`src/rtl/psm_pkg.sv`:
```
package psm_pkg;

    // Defect class reported alongside the adopted code
    typedef enum logic [1:0] {
        DC_NONE     = 2'd0,
        DC_AIS_LOP  = 2'd1,
        DC_PLM_LCD  = 2'd2,
        DC_UNEQ_TIM = 2'd3
    } defect_class_e;

    // Persistence filter states
    typedef enum logic {
        ST_SETTLED = 1'b0,
        ST_PENDING = 1'b1
    } filt_state_e;

    // Enhanced-mode codes that carry meaning
    function automatic logic enh_code_listed(input logic [2:0] c);
        return (c == 3'b001) || (c == 3'b010) || (c == 3'b101) || (c == 3'b110);
    endfunction

    function automatic defect_class_e classify(input logic [2:0] c, input logic enh);
        defect_class_e r;
        if (!enh) begin
            r = c[2] ? DC_AIS_LOP : DC_NONE;
        end else begin
            unique case (c)
                3'b010:  r = DC_PLM_LCD;
                3'b101:  r = DC_AIS_LOP;
                3'b110:  r = DC_UNEQ_TIM;
                default: r = DC_NONE;
            endcase
        end
        return r;
    endfunction

endpackage

```
`src/rtl/psm_rei_accum.sv`:
```
module psm_rei_accum #(
    parameter int CNT_W   = 16,
    parameter int REI_W   = 4,
    parameter int REI_MAX = 8
) (
    input  logic             clk,
    input  logic             rst_n,
    input  logic             frame_vld,
    input  logic             mon_block,
    input  logic [REI_W-1:0] rei,
    input  logic             latch_req,
    output logic [CNT_W-1:0] held
);
    localparam int SUM_W = CNT_W + 1;
    localparam logic [CNT_W-1:0] CNT_MAX = '1;

    logic [CNT_W-1:0] acc_q, held_q;
    logic [REI_W-1:0] inc;
    logic [SUM_W-1:0] sum;
    logic             upd;

    always_comb begin
        upd = frame_vld && !mon_block;
        inc = (rei <= REI_W'(REI_MAX)) ? rei : '0;
        sum = {1'b0, acc_q} + SUM_W'(inc);
    end

    always_ff @(posedge clk) begin
        if (!rst_n) begin
            acc_q  <= '0;
            held_q <= '0;
        end else if (latch_req) begin
            held_q <= acc_q;
            acc_q  <= upd ? CNT_W'(inc) : '0;
        end else if (upd) begin
            acc_q  <= sum[CNT_W] ? CNT_MAX : sum[CNT_W-1:0];
        end
    end

    assign held = held_q;

    AST_NO_WRAP: assert property (@(posedge clk) disable iff (!rst_n)
        !latch_req |=> acc_q >= $past(acc_q));
    AST_LATCH_COPY: assert property (@(posedge clk) disable iff (!rst_n)
        latch_req |=> held_q == $past(acc_q));
    AST_HELD_STABLE: assert property (@(posedge clk) disable iff (!rst_n)
        !latch_req |=> $stable(held_q));
    AST_PTR_BLOCK_ACC: assert property (@(posedge clk) disable iff (!rst_n)
        (frame_vld && mon_block && !latch_req) |=> $stable(acc_q));

endmodule

```
`src/rtl/psm_rdi_filter.sv`:
```
module psm_rdi_filter
    import psm_pkg::*;
#(
    parameter int PERSIST = 5   // must be 2 or more
) (
    input  logic          clk,
    input  logic          rst_n,
    input  logic          frame_vld,
    input  logic          mon_block,
    input  logic          enh_mode,
    input  logic [2:0]    rdi_bits,
    output logic [2:0]    code,
    output defect_class_e dclass
);
    localparam int CW = $clog2(PERSIST + 1);
    localparam logic [CW-1:0] LAST = CW'(PERSIST - 1);

    filt_state_e   state_q, state_d;
    logic [2:0]    code_q, code_d, cand_q, cand_d, cand;
    logic [CW-1:0] cnt_q, cnt_d;
    defect_class_e class_q, class_d;
    logic          take;

    always_comb begin
        cand = enh_mode ? rdi_bits : {rdi_bits[2], 2'b00};
        take = frame_vld && !mon_block && (!enh_mode || enh_code_listed(rdi_bits));
    end

    // State register
    always_ff @(posedge clk) begin
        if (!rst_n) begin
            state_q <= ST_SETTLED;
            code_q  <= 3'b000;
            class_q <= DC_NONE;
            cand_q  <= 3'b000;
            cnt_q   <= '0;
        end else begin
            state_q <= state_d;
            code_q  <= code_d;
            class_q <= class_d;
            cand_q  <= cand_d;
            cnt_q   <= cnt_d;
        end
    end

    // Transitions
    always_comb begin
        state_d = state_q;
        code_d  = code_q;
        class_d = class_q;
        cand_d  = cand_q;
        cnt_d   = cnt_q;
        unique case (state_q)
            ST_SETTLED: begin
                if (take && cand != code_q) begin       // start candidate
                    state_d = ST_PENDING;
                    cand_d  = cand;
                    cnt_d   = CW'(1);
                end
            end
            ST_PENDING: begin
                if (take) begin
                    if (cand == code_q) begin           // abandon
                        state_d = ST_SETTLED;
                        cnt_d   = '0;
                    end else if (cand == cand_q) begin
                        if (cnt_q == LAST) begin        // accept
                            state_d = ST_SETTLED;
                            code_d  = cand;
                            class_d = classify(cand, enh_mode);
                            cnt_d   = '0;
                        end else begin                  // extend
                            cnt_d   = cnt_q + CW'(1);
                        end
                    end else begin                      // replace candidate
                        cand_d  = cand;
                        cnt_d   = CW'(1);
                    end
                end
            end
            default: state_d = ST_SETTLED;
        endcase
    end

    // Outputs
    assign code   = code_q;
    assign dclass = class_q;

    AST_SETTLED_HOLDS_CODE: assert property (@(posedge clk) disable iff (!rst_n)
        (state_q == ST_SETTLED) |=> $stable(code_q));
    AST_PTR_BLOCK_RDI: assert property (@(posedge clk) disable iff (!rst_n)
        (frame_vld && mon_block) |=> ($stable(code_q) && $stable(cnt_q)));
    AST_RUN_BOUND: assert property (@(posedge clk) disable iff (!rst_n)
        cnt_q <= LAST);
    AST_UNLISTED_IGNORED: assert property (@(posedge clk) disable iff (!rst_n)
        (frame_vld && enh_mode && !enh_code_listed(rdi_bits)) |=> ($stable(code_q) && $stable(cnt_q)));

endmodule

```
`src/rtl/path_status_monitor.sv`:
```
module path_status_monitor
    import psm_pkg::*;
#(
    parameter int CNT_W   = 16,
    parameter int REI_MAX = 8,
    parameter int PERSIST = 5
) (
    input  logic             clk,
    input  logic             rst_n,
    input  logic             frame_vld,
    input  logic [7:0]       status_byte,
    input  logic             enh_sel,
    input  logic             latch_req,
    input  logic             ptr_lop,
    input  logic             ptr_ais,
    output logic [CNT_W-1:0] err_count,
    output logic [2:0]       rdi_code,
    output logic [1:0]       rdi_class
);
    logic          mon_block;
    logic          unused_spare;
    defect_class_e dclass;

    assign mon_block    = ptr_lop || ptr_ais;
    assign unused_spare = status_byte[0];

    psm_rei_accum #(
        .CNT_W   (CNT_W),
        .REI_W   (4),
        .REI_MAX (REI_MAX)
    ) u_accum (
        .clk       (clk),
        .rst_n     (rst_n),
        .frame_vld (frame_vld),
        .mon_block (mon_block),
        .rei       (status_byte[7:4]),
        .latch_req (latch_req),
        .held      (err_count)
    );

    psm_rdi_filter #(
        .PERSIST (PERSIST)
    ) u_filter (
        .clk       (clk),
        .rst_n     (rst_n),
        .frame_vld (frame_vld),
        .mon_block (mon_block),
        .enh_mode  (enh_sel),
        .rdi_bits  (status_byte[3:1]),
        .code      (rdi_code),
        .dclass    (dclass)
    );

    assign rdi_class = dclass;

    AST_CLASS_FOLLOWS_CODE: assert property (@(posedge clk) disable iff (!rst_n)
        (rdi_code == 3'b000) |-> (rdi_class == 2'd0));

endmodule

```
`config.mk`:
```
export PLATFORM = sky130hd
export DESIGN_NAME = path_status_monitor
export DESIGN_NICKNAME = d
export VERILOG_FILES = /design/src/rtl/psm_pkg.sv /design/src/rtl/psm_rei_accum.sv /design/src/rtl/psm_rdi_filter.sv /design/src/rtl/path_status_monitor.sv
export SDC_FILE = /design/constraint.sdc
export NUM_CORES = 1
export LEC_CHECK = 0
export BUFFER_PORTS_ARGS = -buffer_cell sky130_fd_sc_hd__clkbuf_2
export CORE_ASPECT_RATIO = 0.5
export CORE_UTILIZATION = 25
export DETAILED_ROUTE_END_ITERATION = 6
export PLACE_DENSITY = 0.51
export SETUP_SLACK_MARGIN = 0.15
export SLEW_MARGIN = 20
export SYNTH_ARGS = -nofsm -noshare
export SYNTH_HDL_FRONTEND = slang
export SYNTH_SLANG_ARGS = --single-unit
```
`constraint.sdc`:
```
create_clock -name clk -period 4.5 [get_ports clk]
set_input_delay 0.45 -clock clk [delete_from_list [all_inputs] [get_ports clk]]
set_output_delay 0.45 -clock clk [all_outputs]
set_load 0.01 [all_outputs]
```
### Word-level counts from Yosys, hierarchy flattened

Index checks and enable logic that the tools add are counted.

* memories: 0
* ROM bits: 0
* register bits after elaboration: 44
* latch bits: 0
* bits in writable memories: 0
* output and inout port bits: 21
* input port bits: 15
* word-level logic and storage cells: 67

* shift operators: 0
* equality and inequality tests: 15
* multiply operators: 0
* magnitude comparators: 1
* multiplexer cells: 26
* divide/modulo/power cells: 0
* bitwise logic cells: 2
* add/subtract/negate cells: 2
* reductions and logical operators: 14

Operators by type and width (count)
* two-way mux 16 bit: 3
* two-way mux 3 bit: 9
* adder 16 x 4 -> 17 bit: 1
* equality test 3 bit (second input constant): 5
* one-hot mux 3 bit (2 select lines): 2
* two-way mux 4 bit: 2
* equality test 3 x 2 -> 1 bit (second input constant): 2
* equality test 3 bit: 2
* two-way mux 1 bit: 6
* inequality test 2 bit (second input constant): 3
* one-hot mux 2 bit (3 select lines): 1
* logical OR 1 bit: 5
* AND reduction 5 bit: 1
* <= comparator 4 bit (second input constant): 1
* two-way mux 2 bit: 2
* AND reduction 4 bit: 1
* adder 3 x 1 -> 3 bit (second input constant): 1
* equality test 3 x 1 -> 1 bit (second input constant): 1
* logical AND 1 bit: 3
* inequality test 3 bit: 1
* logical NOT 1 bit: 2
* inequality test 2 x 1 -> 1 bit (second input constant): 1
* inverter 1 bit: 2
* one-hot mux 1 bit (2 select lines): 1
* 2 further kinds: 2

### Logic depth before layout (Yosys ltp)

* depth after elaboration: 9
* mapped depth: 8
* mapped depth without buffers: 8

### Modules after synthesis

From an unflattened synthesis, not the netlist that was laid out.

* cell total of the unflattened synthesis: 236
* area total of the unflattened synthesis: 2202.1 µm²

Modules (own cells, without submodules)
* psm_rei_accum: area an instance 1511.4 µm², times used 1, cells each 156, seq. area each 640.6 µm²
* psm_rdi_filter: area an instance 684.4 µm², times used 1, cells each 79, seq. area each 240.2 µm²
* path_status_monitor: area an instance 6.3 µm², times used 1, cells each 1, seq. area each 0.0 µm²

### Worst setup path after synthesis

Ideal clock, no wire load.

* path kind: input port to flip-flop
* start: input port status_byte[4]
* end: register u_accum.acc_q[14]
* stages on the path: 8
* setup time: 0.134 ns
* arrival: 2.119 ns
* required time: 4.366 ns
* buffers on the path: 0
* setup slack: 2.247 ns
* cells stage by stage: nor2b_1 > ha_1 > fa_1 > a21o_1 > a21oi_1 > nor3_2 > nor4b_1 > a211oi_1

* cells in the longest elaborated chain, start to end: 6

Ends and longest elaborated chain
* from (decl): line path_status_monitor.sv:11 `input logic [7:0] status_byte,`
* <= comparator 4 bit: line psm_rei_accum.sv:24 `inc = (rei <= REI_W'(REI_MAX)) ? rei : '0;`
* two-way mux 4 bit *: line psm_rei_accum.sv:24
* adder 16 x 4 -> 17 bit *: line psm_rei_accum.sv:25 `sum = {1'b0, acc_q} + SUM_W'(inc);`
* two-way mux 16 bit *: line psm_rei_accum.sv:36 `acc_q <= sum[CNT_W] ? CNT_MAX : sum[CNT_W-1:0];`
* two-way mux 16 bit *: line psm_rei_accum.sv:35 `end else if (upd) begin`
* two-way mux 16 bit *: line psm_rei_accum.sv:32 `end else if (latch_req) begin`
* to (signal assigned): line psm_rei_accum.sv:34 `acc_q <= upd ? CNT_W'(inc) : '0;`
* to (signal assigned): line psm_rei_accum.sv:36
* to (decl): line psm_rei_accum.sv:17 `logic [CNT_W-1:0] acc_q, held_q;`

Every way passes the cells marked *; elsewhere a longest branch is shown, timed or not. The select of a mux whose other input is x is not followed.
A chain may end at the register's enable or synchronous reset.

### Worst setup path in the final report

* start: input port status_byte[4]
* end: register u_accum.acc_q[9]

Same word-level chain as after synthesis.

==> impl_metrics.toml <==
[outcome]
status = "finished, final reports clean"

[cts]
ctsHtreeMaxLevel = 2
postCtsHoldBufs = 0
cts_tree = "yes"
clk_latency_ns = 0.28
postCtsSetupBuffers = 0
cts.sinks = 44
root_buffer = "clkbuf_16"
clockBufferDepth = 2
cts_resized = 0
cts_buffers = 5
clk_pin_slew_worst_paths_ns = 0.07

[cells_and_area]
mostFrequentLayoutCells = "dfxtp_1 (44), clkbuf_2 (34), nor2_1 (27), mux2i_1 (22), nand2_1 (22)"
post_route_cells_drive_above_1_share = 0.1782
fillCellCount = 877
final_common_cell = "dfxtp_1"
nets = 296
register_area_um2 = 880.8
areaGrowthSynthToFinish_pct = 18.37
n_antenna_cell = 0
multiInputGateArea_mm2 = 0.001202

[min_path]
holdPathEnd = "u_filter.code[0]"
min_path_type = "in -> reg"
min_from = "status_byte[1]"
holdPathStages = 3

[sta]
slew_viol_final = 0
grt_setup_unrepaired = "no"
tns_ns = 0
fmax_mhz = 419.7
tightest_slew_ns = 0.7241
holdWs_ns = 0.4628
layout_setup_ws_ns = 2.117
fin_worst_skew_ns = 0.006373
setup_violations = 0
post-route-min-period_ns = 2.383
min_period_over_period = 0.5295
hold_viol_final = 0
slew_headroom = 0.5168

[global_routing]
antenna_found_initial = 0
gr-total-overflow = 0
grt_pass1_vias = 1746
grt_first_pass_wirelength_mm = 7.976
grtUsageTotal = 0.1111
grt_max_degree = 23

[floorplan]
start_util = 0.2641
num_rows = 23
pin_count = 36
fp.dieW_um = 133.6
die_area_mm2 = 0.009062
die-height_um = 67.82
coreArea_mm2 = 0.008202

[drt]
wl_per_cell_um = 12.18
num_vias = 1861
dr.pass1.iters = 4
drt_iter0_drc = 105
routed_wl_mm = 4.713
avgViaCountPerCell = 4.809
drtAntennaViolNets = 0
drc = 0

[worst_setup_path]
crit_path_end_kind = "register"
cp-start-kind = "input pin"
worstPathRequired_ns = 4.69
r2r-start = "u_accum.acc_q[0]"
reg2reg_depth = 7
timing.rr.end = "u_accum.acc_q[14]"
r2r_slack_ns = 2.22
critPathMaxFanout = 7
critical_path_class = "in -> reg"
crit_arrival_ns = 2.57

[place]
dp_hpwl_mm = 3.443
place_worst_setup_slack_ns = 1.844
numPortBuffers = 34
gp_congestion = 0.8149

[synthesis]
ys_ff_latch = 44
synth_cell_types = 48
synth_top_cell_area_share = 0.4067
synth_nets = 266
postSynthCellCount = 244
synth_area_leaders = "dfxtp_1 (41%), mux2i_1 (10%), nor2_1 (4.7%)"
yosys_warnings = 0
ys_seq_area_frac = 0.4067
post-synth-top-area-cell = "dfxtp_1"
async_reset_ff_frac = 0
synth.avg_cell_area_um2 = 8.876
synth_ff_type = "dfxtp_1"
synth_edf_count = 0
syn_area_mm2 = 0.002166

[flow_run]
drv_cap = 0

[power]
vdd_drop_max_mv = 0.1208
powerDensity_mw_per_mm2 = 313.4
power.leakage_uw = 0.001079
registers in the layout (all words and copies together), names as in the netlist:
signal            cells
u_accum.acc_q        16
u_accum.held         16
u_filter.cand_q       3
u_filter.cnt_q        3
u_filter.code         3
u_filter.dclass       2
u_filter.state_q      1
metrics by stage:
stage	total power (µW)	util	cell area [µm²]	instances
3_5_place_dp	455.0	0.2950	2420	379
4_1_cts	815.7	0.3126	2564	387
5_1_grt	842.4	0.3126	2564	387
3_3_place_gp	454.2	0.2950	2420	379
6_report	803.5	0.3126	2564	387
2_1_floorplan	439.3	-	2166	244
synthesized netlist by cell type, types with 6 or more instances:
| cell | number |
|---|---|
| inv_1 | 7 |
| o21ai_0 | 7 |
| nand3_1 | 7 |
| clkbuf_1 | 7 |
| mux2i_1 | 22 |
| nor2_1 | 27 |
| nor3_1 | 10 |
| a21oi_1 | 13 |
| a31oi_1 | 8 |
| ha_1 | 6 |
| dfxtp_1 | 44 |
| nand2_1 | 22 |
where the power goes:
group          leakage, µW  switching (µW)  total, µW  internal (µW)
Clock            0.0000736             153        357            205
Sequential        0.000355            2.11        394            392
Combinational     0.000651            32.8       52.2           19.4
Total              0.00108             188        803            616
worst max-delay path, stage by stage:
cell	delay, ns
clkbuf_2	0.09
nor4b_1	0.47
ha_1	0.35
o21a_1	0.13
a21oi_1	0.38
nor2_1	0.23
and3_1	0.24
a311oi_1	0.24
per-layer routing:
| layer | track usage | part of all wire | vias up |
|---|---|---|---|
| met5 | 0 | 0 | - |
| met3 | 0.02667 | 0.023 | 6 |
| li1 | - | - | 950 |
| met2 | 0.1966 | 0.49 | 13 |
| met4 | 0.04545 | 0.012 | 0 |
| met1 | 0.1329 | 0.48 | 892 |
final cells by class:
type | instances | area share
sequential | 44 | 0.3436
timing repair buffer | 34 | 0.06637
clock buffer | 5 | 0.04880
clock inverter | 3 | 0.007321
inverter | 7 | 0.01025
tap | 112 | 0.05466
multi-input combinational | 182 | 0.4690
logic make-up (layout without fill, tap and decap cells):
kind of cell / Yosys count / in the layout / synth area share
and+or+nand+nor: 94 / 94 / 0.2172
AOI/OAI and AO/OA: 53 / 53 / 0.1646
DFF: 44 / 44 / 0.4067
muxes: 22 / 22 / 0.1017
buffers and inverters: 18 / 49 / 0.03813
adders and majority gates: 7 / 7 / 0.04390
xor gates and xnor gates: 6 / 6 / 0.02773
how the worst max path moves through the flow:
stage / start / to / slack, ns
3_5_place_dp: status_byte[4] / u_accum.acc_q[9] / 1.84
3_3_place_gp: status_byte[4] / u_accum.acc_q[9] / 1.85
5_1_grt: status_byte[4] / u_accum.acc_q[9] / 2.00
2_1_floorplan: status_byte[4] / u_accum.acc_q[14] / 2.25
6_report: status_byte[4] / u_accum.acc_q[9] / 2.12
4_1_cts: status_byte[4] / u_accum.acc_q[9] / 2.13
(Power assumes the default switching activity.)
